[config.mk]
export PLATFORM = sky130hd
export DESIGN_NAME = cfg_rom_loader
export DESIGN_NICKNAME = d
export VERILOG_FILES = /design/src/rtl/cfg_ldr_pkg.sv /design/src/rtl/cfg_ldr_tick.sv /design/src/rtl/cfg_ldr_bitio.sv /design/src/rtl/cfg_ldr_seq.sv /design/src/rtl/cfg_rom_loader.sv
export SDC_FILE = /design/constraint.sdc
export NUM_CORES = 1
export LEC_CHECK = 0
export CORE_MARGIN = 2
export CORE_UTILIZATION = 25
export CTS_BUF_LIST = sky130_fd_sc_hd__clkbuf_16
export DETAILED_ROUTE_END_ITERATION = 7
export PLACE_DENSITY_LB_ADDON = 0.1
export SYNTH_ARGS = -nofsm -noshare
export SYNTH_HDL_FRONTEND = slang
export SYNTH_HIERARCHICAL = 1
export SYNTH_SLANG_ARGS = --single-unit
[constraint.sdc]
create_clock -name clk -period 2.15 [get_ports clk]
set_input_delay 0.43 -clock clk [delete_from_list [all_inputs] [get_ports clk]]
set_output_delay 0.43 -clock clk [all_outputs]
set_load 0.02 [all_outputs]
[src/rtl/cfg_ldr_pkg.sv]
package cfg_ldr_pkg;

  typedef enum logic [1:0] {
    OP_START,
    OP_STOP,
    OP_WRITE,
    OP_READ
  } bus_op_e;

  typedef enum logic [3:0] {
    LD_IDLE,
    LD_START1,
    LD_DEVW,
    LD_WADDR,
    LD_START2,
    LD_DEVR,
    LD_HDR,
    LD_DATA,
    LD_STOP,
    LD_DEFS,
    LD_GAP
  } ld_state_e;

  // Built-in default for register idx: seed xor (37*idx mod 256)
  function automatic logic [7:0] dflt_byte(input logic [7:0] seed, input int unsigned idx);
    dflt_byte = seed ^ 8'((idx * 37) & 255);
  endfunction

endpackage

[src/rtl/cfg_ldr_tick.sv]
module cfg_ldr_tick #(
  parameter int DIV = 64
) (
  input  logic clk,
  input  logic rst,
  output logic tick
);

  if (DIV <= 1) begin : g_every
    assign tick = 1'b1;
  end else begin : g_div
    localparam int CW = $clog2(DIV);
    logic [CW-1:0] cnt;
    logic          tick_q;

    always_ff @(posedge clk) begin
      if (rst) begin
        cnt    <= '0;
        tick_q <= 1'b0;
      end else if (cnt == CW'(DIV - 1)) begin
        cnt    <= '0;
        tick_q <= 1'b1;
      end else begin
        cnt    <= cnt + 1'b1;
        tick_q <= 1'b0;
      end
    end

    assign tick = tick_q;
  end

endmodule

[src/rtl/cfg_ldr_bitio.sv]
module cfg_ldr_bitio
  import cfg_ldr_pkg::*;
(
  input  logic       clk,
  input  logic       rst,
  input  logic       abort,
  input  logic       tick,
  input  logic       cmd_vld,
  input  bus_op_e    cmd_op,
  input  logic [7:0] cmd_tx,
  input  logic       ack_drv,
  input  logic       sda_in,
  output logic       busy,
  output logic       done,
  output logic [7:0] rx_byte,
  output logic       ack_ok,
  output logic       scl_oe,
  output logic       sda_oe
);

  logic [1:0] ph;
  logic [3:0] bitn;
  bus_op_e    op;
  logic [7:0] sh;

  always_ff @(posedge clk) begin
    if (rst || abort) begin
      busy   <= 1'b0;
      done   <= 1'b0;
      scl_oe <= 1'b0;
      sda_oe <= 1'b0;
      ph     <= 2'd0;
      bitn   <= 4'd0;
      op     <= OP_START;
      sh     <= 8'h00;
      ack_ok <= 1'b0;
    end else begin
      done <= 1'b0;
      if (!busy) begin
        if (cmd_vld) begin
          busy <= 1'b1;
          op   <= cmd_op;
          sh   <= cmd_tx;
          ph   <= 2'd0;
          bitn <= 4'd0;
        end
      end else if (tick) begin
        ph <= ph + 2'd1;
        case (op)
          OP_START: begin
            case (ph)
              2'd0: begin scl_oe <= 1'b1; sda_oe <= 1'b0; end
              2'd1: scl_oe <= 1'b0;
              2'd2: sda_oe <= 1'b1;
              default: begin scl_oe <= 1'b1; busy <= 1'b0; done <= 1'b1; end
            endcase
          end
          OP_STOP: begin
            case (ph)
              2'd0: begin scl_oe <= 1'b1; sda_oe <= 1'b1; end
              2'd1: scl_oe <= 1'b0;
              2'd2: sda_oe <= 1'b0;
              default: begin busy <= 1'b0; done <= 1'b1; end
            endcase
          end
          default: begin
            case (ph)
              2'd0: begin
                scl_oe <= 1'b1;
                if (bitn == 4'd8) sda_oe <= (op == OP_READ) && ack_drv;
                else              sda_oe <= (op == OP_WRITE) && !sh[7];
              end
              2'd1: scl_oe <= 1'b0;
              2'd2: begin
                if (bitn == 4'd8) ack_ok <= !sda_in;
                else              sh     <= {sh[6:0], sda_in};
              end
              default: begin
                scl_oe <= 1'b1;
                if (bitn == 4'd8) begin
                  busy <= 1'b0;
                  done <= 1'b1;
                end else begin
                  bitn <= bitn + 4'd1;
                end
              end
            endcase
          end
        endcase
      end
    end
  end

  assign rx_byte = sh;

endmodule

[src/rtl/cfg_ldr_seq.sv]
module cfg_ldr_seq
  import cfg_ldr_pkg::*;
#(
  parameter int          NUM_REGS  = 16,
  parameter int          AW        = 4,
  parameter int          GAP_CYC   = 1024,
  parameter logic [6:0]  DEV_ADDR  = 7'h50,
  parameter logic [7:0]  BASE_ADDR = 8'h80,
  parameter logic [7:0]  DEF_SEED  = 8'hA5
) (
  input  logic          clk,
  input  logic          rst,
  input  logic          hold,
  input  logic          bit_busy,
  input  logic          bit_done,
  input  logic [7:0]    rx_byte,
  input  logic          ack_ok,
  output logic          cmd_vld,
  output bus_op_e       cmd_op,
  output logic [7:0]    cmd_tx,
  output logic          ack_drv,
  output logic          wr_en,
  output logic [AW-1:0] wr_addr,
  output logic [7:0]    wr_data,
  output logic          done
);

  localparam int GW = (GAP_CYC > 0) ? $clog2(GAP_CYC + 1) : 1;

  ld_state_e     st;
  logic          issued;
  logic          fail;
  logic [AW-1:0] idx;
  logic [GW-1:0] gap;
  logic          bus_state;
  logic          last_idx;

  always_comb begin
    bus_state = 1'b1;
    cmd_op    = OP_WRITE;
    cmd_tx    = 8'h00;
    case (st)
      LD_START1, LD_START2: cmd_op = OP_START;
      LD_DEVW:              cmd_tx = {DEV_ADDR, 1'b0};
      LD_WADDR:             cmd_tx = BASE_ADDR;
      LD_DEVR:              cmd_tx = {DEV_ADDR, 1'b1};
      LD_HDR, LD_DATA:      cmd_op = OP_READ;
      LD_STOP:              cmd_op = OP_STOP;
      default:              bus_state = 1'b0;
    endcase
  end

  assign last_idx = (idx == AW'(NUM_REGS - 1));
  assign cmd_vld  = bus_state && !issued && !bit_busy && !hold;
  assign ack_drv  = (st == LD_HDR) ? (rx_byte == 8'h00) : !last_idx;

  always_ff @(posedge clk) begin
    if (rst) begin
      st      <= LD_IDLE;
      issued  <= 1'b0;
      fail    <= 1'b0;
      idx     <= '0;
      gap     <= '0;
      wr_en   <= 1'b0;
      wr_addr <= '0;
      wr_data <= 8'h00;
      done    <= 1'b0;
    end else if (hold) begin
      st     <= LD_IDLE;
      issued <= 1'b0;
      wr_en  <= 1'b0;
    end else begin
      wr_en <= 1'b0;
      if (cmd_vld) issued <= 1'b1;
      case (st)
        LD_IDLE: begin
          fail <= 1'b0;
          idx  <= '0;
          st   <= LD_START1;
        end
        LD_GAP: begin
          if (gap == GW'(GAP_CYC)) begin
            fail <= 1'b0;
            idx  <= '0;
            st   <= LD_START1;
          end else begin
            gap <= gap + 1'b1;
          end
        end
        LD_DEFS: begin
          wr_en   <= 1'b1;
          wr_addr <= idx;
          wr_data <= dflt_byte(DEF_SEED, 32'(idx));
          if (last_idx) begin
            done <= 1'b1;
            gap  <= '0;
            st   <= LD_GAP;
          end else begin
            idx <= idx + 1'b1;
          end
        end
        default: begin
          if (bit_done) begin
            issued <= 1'b0;
            case (st)
              LD_START1: st <= LD_DEVW;
              LD_DEVW: begin
                if (ack_ok) st <= LD_WADDR;
                else begin fail <= 1'b1; st <= LD_STOP; end
              end
              LD_WADDR: begin
                if (ack_ok) st <= LD_START2;
                else begin fail <= 1'b1; st <= LD_STOP; end
              end
              LD_START2: st <= LD_DEVR;
              LD_DEVR: begin
                if (ack_ok) st <= LD_HDR;
                else begin fail <= 1'b1; st <= LD_STOP; end
              end
              LD_HDR: begin
                if (rx_byte == 8'h00) begin
                  idx <= '0;
                  st  <= LD_DATA;
                end else begin
                  fail <= 1'b1;
                  st   <= LD_STOP;
                end
              end
              LD_DATA: begin
                wr_en   <= 1'b1;
                wr_addr <= idx;
                wr_data <= rx_byte;
                if (last_idx) st <= LD_STOP;
                else          idx <= idx + 1'b1;
              end
              LD_STOP: begin
                if (fail) begin
                  idx <= '0;
                  st  <= LD_DEFS;
                end else begin
                  done <= 1'b1;
                  gap  <= '0;
                  st   <= LD_GAP;
                end
              end
              default: st <= LD_IDLE;
            endcase
          end
        end
      endcase
    end
  end

endmodule

[src/rtl/cfg_rom_loader.sv]
module cfg_rom_loader
  import cfg_ldr_pkg::*;
#(
  parameter int         NUM_REGS  = 16,
  parameter int         CLK_DIV   = 64,
  parameter int         GAP_CYC   = 1024,
  parameter logic [6:0] DEV_ADDR  = 7'h50,
  parameter logic [7:0] BASE_ADDR = 8'h80,
  parameter logic [7:0] DEF_SEED  = 8'hA5,
  localparam int        AW        = (NUM_REGS > 1) ? $clog2(NUM_REGS) : 1
) (
  input  logic          clk,
  input  logic          rst,
  input  logic          hold_i,
  input  logic          sda_i,
  output logic          scl_oe_o,
  output logic          sda_oe_o,
  output logic          wr_en_o,
  output logic [AW-1:0] wr_addr_o,
  output logic [7:0]    wr_data_o,
  output logic          done_o
);

  logic       tick;
  logic       cmd_vld;
  bus_op_e    cmd_op;
  logic [7:0] cmd_tx;
  logic       ack_drv;
  logic       bit_busy;
  logic       bit_done;
  logic [7:0] rx_byte;
  logic       ack_ok;

  cfg_ldr_tick #(.DIV(CLK_DIV)) u_tick (
    .clk  (clk),
    .rst  (rst),
    .tick (tick)
  );

  cfg_ldr_bitio u_bit (
    .clk     (clk),
    .rst     (rst),
    .abort   (hold_i),
    .tick    (tick),
    .cmd_vld (cmd_vld),
    .cmd_op  (cmd_op),
    .cmd_tx  (cmd_tx),
    .ack_drv (ack_drv),
    .sda_in  (sda_i),
    .busy    (bit_busy),
    .done    (bit_done),
    .rx_byte (rx_byte),
    .ack_ok  (ack_ok),
    .scl_oe  (scl_oe_o),
    .sda_oe  (sda_oe_o)
  );

  cfg_ldr_seq #(
    .NUM_REGS  (NUM_REGS),
    .AW        (AW),
    .GAP_CYC   (GAP_CYC),
    .DEV_ADDR  (DEV_ADDR),
    .BASE_ADDR (BASE_ADDR),
    .DEF_SEED  (DEF_SEED)
  ) u_seq (
    .clk      (clk),
    .rst      (rst),
    .hold     (hold_i),
    .bit_busy (bit_busy),
    .bit_done (bit_done),
    .rx_byte  (rx_byte),
    .ack_ok   (ack_ok),
    .cmd_vld  (cmd_vld),
    .cmd_op   (cmd_op),
    .cmd_tx   (cmd_tx),
    .ack_drv  (ack_drv),
    .wr_en    (wr_en_o),
    .wr_addr  (wr_addr_o),
    .wr_data  (wr_data_o),
    .done     (done_o)
  );

endmodule

# Yosys cells after proc, flatten, opt, wreduce, memory -nomap -nowiden
# Cells that the tools add are included.
# totals
regBits,63
latchBits,0
ram_bits,0
romBits,0
input_bits,4
out_inout_bits,16
memories,0
# classes
add_sub_neg,5
n_mul,1
div,0
order_cmp,0
n_eq_ne,38
shifts,0
muxes,86
bitwise,8
n_reduce_logical,51
# op_table
cell,n
$mux 4,21
$mux 8,8
$mux 11,5
$pmux 4 s3,3
$pmux 11 s3,1
$pmux 4 s8,1
$mux 1,30
$pmux 8 s3,1
$eq 4x4->1 const B,5
$reduce_and 5->1,4
$eq 4x3->1 const B,4
$ne 2x2->1 const B,8
$pmux 1 s2,8
$pmux 8 s2,1
$reduce_and 7->1,2
$reduce_and 4->1,3
$reduce_and 6->1,2
$reduce_bool 3->1,4
$reduce_or 2->1,6
$reduce_or 3->1,4
$add 11x1->11 const B,1
$eq 11x11->1 const B,1
$ne 3x1->1 const B,3
$add 4x1->4 const B,2
other kinds (32),61

# Depth between registers and ports, before layout
# depth
word_depth,9
mapped_depth,10
mapped_depth_nobuf,8

# By module
# The synthesis kept the hierarchy.
# modules_own_cells
module,instances,cells_per_inst,area_each_um2,seq_area_each_um2
cfg_ldr_seq,1,281,2294.7,700.7
cfg_ldr_bitio,1,123,1128.6,420.4
cfg_ldr_tick,1,28,262.8,140.1

# Worst setup path before layout
# No wires, ideal clock.
# synth_path
kind,register to register
startpoint,register u_seq.st[1]
endpoint,register u_bit.sh[1] (netlist: u_bit/rx_byte[1])
arrival_time_ps,2110
path_slack_ps,-39
path_stages_with_launch,11
synth_period_minus_slack_ps,2189
cell_sequence,dfxtp_1 clkbuf_1 or3_1 xnor2_1 nor4_1 nand2b_1 buf_2 o21ai_4 buf_6 nor2_2 a211oi_2
# synth_between
elab_chain_cells,8
word_cells_on_any_way,15
cone_classes,eq/ne: 8; mux: 1; reduce/logical: 6
# synth_lines
element,line_no,rtl
from (decl),cfg_ldr_seq.sv:30,ld_state_e st;
from (signal assigned),cfg_ldr_seq.sv:59,st <= LD_IDLE;
from (signal assigned),cfg_ldr_seq.sv:69,st <= LD_IDLE;
from (signal assigned),cfg_ldr_seq.sv:79,st <= LD_START1;
"$eq 4x1->1, or another cell as far along",cfg_ldr_seq.sv:42,case (st)
$reduce_or 8->1 (no source line) (*),-,
$mux 1 (*),cfg_ldr_seq.sv:42,
$logic_and 1x1->1 (*) (3 in series),cfg_ldr_seq.sv:54,assign cmd_vld = bus_state && !issued && !bit_busy && !hold;
named net cmd_vld,cfg_rom_loader.sv:25,logic cmd_vld;
$reduce_bool 2->1 (no source line) (*),-,
$reduce_and 5->1 (no source line) (*),-,
to (signal assigned),cfg_ldr_bitio.sv:43,sh <= cmd_tx;
to (signal assigned),cfg_ldr_bitio.sv:76,"else sh <= {sh[6:0], sda_in};"
to (decl),cfg_ldr_bitio.sv:24,logic [7:0] sh;
# The timed path passes the listed nets; every way through them passes the cells marked *.
# A chain may end at the register's enable or synchronous reset.

# Final worst setup path
# layout_path
startpoint,register u_seq.st[2]
endpoint,register u_bit.sh[2] (netlist: u_bit/rx_byte[2])
# The elaborated chain is that of the path after synthesis.

==> flow_summary.ini <==
[grt]
grt_pass1_wl_um = 16700
grt_pass1_vias = 3347
overflow = 0
antenna_found_initial = 0
grt_max_degree = 22
gr-usage-all-layers = 0.132

[floorplanning]
die_h_um = 125
start_util = 0.255
core_area_um2 = 14500
die_w_um = 125
die-area_um2 = 15700
rows = 44
io_pins = 20

[synthesis]
ys_ff_latch = 63
ys_async_sr_fraction = 0
synth_top_area_frac = 0.342
synth_edf_count = 0
synth.area.top_cells = dfxtp_1, ha_1, nor2_1
synth_top_area_cell = dfxtp_1
synth_area_um2 = 3690
synth_cells = 432
syn-mean-instance-area_um2 = 8.53
ys_warn_count = 6
ys_seq_area_frac = 0.342
yosysUniqueCellTypes = 66
synth_ff_type = dfxtp_1

[power_and_ir_drop]
ir_drop_mv = 0.263
leakagePower_uw = 0.00183
combPwrFrac = 0.137
powerDensity_nw_per_um2 = 630
switching_share = 0.257
p_int_uw = 2270
power.total_uw = 3050
pwr-share-seq = 0.400
clock_power_share = 0.463
p_switching_uw = 782

[clock_network]
cts_inserted_buffers = 9
ctsLongestPathBuffers = 2
clock_latency_ns = 0.34
cts.sinks = 63
cts_tree = done
holdBufCountCts = 0
cts_root_buf = clkbuf_16
htreeDepth = 3
clkTransAtPathRegs_ns = 0.05

[sta]
skew_ns = 0.00778
finalCriticalPeriod_ns = 2.14
max-slew-margin-rel = 0.624
tightest_slew_ns = 0.560
fmax_ghz = 0.467
hold_violations = 0
finalMaxSlewViolations = 0
finalSetupViolCount = 0
min_period_over_period = 0.997
rsz0062_at_grt = true

[routing]
dr.pass1.iters = 4
viasPerCell = 4.80
wire_per_inst_um = 14.7
drc = 0
wl_um = 10000
drtIter0Drc = 222
vias = 3291
ant_nets = 0

[worst_setup_path]
cp.arrival_ns = 2.41
r2r-start = u_seq/st[2]$_SDFFE_PP0P_
worstSetupEndpointType = flip-flop
slowest_stage = or3_4
crit_fanout = 9
critical_path_required_ns = 2.41
r2r_cells = 10
crit_type = flip-flop to flip-flop
path_depth = 10
crit_path_start = u_seq/st[2]$_SDFFE_PP0P_
worst-path-buf-inv = 3
cp_top_family = simple AND/OR/NAND/NOR gates
critical_path.cell_chain = buf_6 > or3_4 > xnor2_4 > nor4_4 > buf_4 > nand2b_4 > o21ai_4 > buf_12 > nor2_2 > a211oi_2
worstSetupStartpointType = flip-flop
slowest_delay_ns = 0.41

[cells_and_area]
drive_above_1_share = 0.220
post-route-util = 0.334
syn_to_final_growth_pct = 31.3
antenna_cells = 0
nets = 520
finalInstanceArea_um2 = 4840

[hold_path]
whs_path_depth = 1
hold_start = u_tick/g_div.cnt[0]$_SDFF_PP0_
hp-class = flip-flop to flip-flop

[placed_design]
gp_congestion = 0.833
port_buffers = 19
placed_cell_area_um2 = 4400
dp.final_hpwl_um = 7320

[status]
status = completed

[run]
cap_violations = 0
[sequential cells by signal (all words and copies together) (netlist names)]
name              cells
u_bit/ack_ok          1
u_bit/bitn            4
u_bit/busy            1
u_bit/done            1
u_bit/op              2
u_bit/ph              2
u_bit/rx_byte         8
u_bit/scl_oe          1
u_bit/sda_oe          1
u_seq/done            1
u_seq/fail            1
u_seq/gap            11
u_seq/idx             4
u_seq/issued          1
u_seq/st              4
u_seq/wr_addr         4
u_seq/wr_data         8
u_seq/wr_en           1
u_tick/g_div.cnt      6
u_tick/tick           1
[final timing paths]
path	slack [ns]	end
worst max-delay path	0.007	u_bit/rx_byte[2]$_SDFFE_PP0P_
worst min-delay path	0.47	u_tick/g_div.cnt[0]$_SDFF_PP0_
worst max register to register	0.007	u_bit/rx_byte[2]$_SDFFE_PP0P_
worst min register to register	0.47	u_tick/g_div.cnt[0]$_SDFF_PP0_
[power groups by stage]
stage / combinational [uW] / sequential (uW) / clock (uW)
floorplan: 243 / 1230 / 0
global placement: 367 / 1240 / 0
detailed placement: 366 / 1240 / 0
CTS: 367 / 1220 / 1470
global route: 456 / 1220 / 1510
finish: 418 / 1220 / 1410
[cells by family (layout without fill, tap and decap cells)]
group	count (synthesis)	count (layout)	share of synthesized area
compound gates	112	113	0.221
xor+xnor	11	11	0.0261
fa+ha+maj	19	19	0.0645
buf+inv	47	111	0.0604
flops	63	63	0.342
mux	17	17	0.0465
other cells	1	5	0.00102
simple gates	162	162	0.238
[what timing repair did]
| item | CTS | global route |
|---|---|---|
| endpoints found under the hold margin | 0 | 0 |
| buffers inserted | 0 | 6 |
| resized for setup | 0 | 19 |
| endpoints found under the setup margin | 0 | 21 |
[metrics by stage]
| step | hold slack, ns | setup slack (ns) | TNS [ns] | cells |
|---|---|---|---|---|
| CTS | 0.466 | 0.00742 | 0 | 678 |
| floorplan | 0.429 | 0.0419 | 0 | 436 |
| global placement | 0.444 | -0.110 | -0.320 | 663 |
| detailed placement | 0.453 | -0.116 | -0.416 | 663 |
| finish | 0.465 | 0.00698 | 0 | 685 |
| global route | 0.495 | -0.0483 | -0.122 | 685 |
[Yosys cell counts (3+ instances only)]
cell type / n
mux2i_1: 16
nand2_1: 21
o31ai_1: 3
buf_4: 6
nand4_1: 4
nand3b_1: 5
o21ai_0: 19
inv_1: 18
a211oi_1: 20
xor2_1: 8
dfxtp_1: 63
nor2_1: 57
buf_2: 7
xnor2_1: 3
nand3_1: 13
a311oi_1: 4
clkbuf_1: 12
nor2b_1: 6
nor3_1: 7
o211ai_1: 7
nor4_1: 6
a31oi_1: 3
o211a_1: 3
a21oi_1: 29
ha_1: 19
a21o_1: 4
or3_1: 8
or2_2: 3
nand2b_1: 7
[cells in the final DEF (no fill, tap or decap), types with 18 or more instances in the layout]
cell type        Yosys  routed
a211oi_1            20      20
ha_1                19      18
nand2_1             21      21
o21ai_0             19      19
inv_1               18      19
nor2_1              57      57
clkdlybuf4s50_1      0      19
dfxtp_1             63      59
buf_4                6      55
a21oi_1             29      27
[per-layer routing]
metal / track usage / up-vias / wire [um]
met3: 0.0364 / 9 / 380
li1: - / 1688 / -
met2: 0.205 / 50 / 4520
met5: 0 / - / 0
met1: 0.171 / 1544 / 4990
met4: 0.0549 / 0 / 153
[cell type report]
class	instances	area, um2
Fill cell	1503	9640
Multi-Input combinational cell	327	2320
Sequential cell	63	1270
Timing Repair Buffer	78	674
Tap cell	184	230
Clock buffer	9	225
Inverter	18	67.6
Clock inverter	6	53.8
Note: power is estimated with default switching activity, not from simulation.
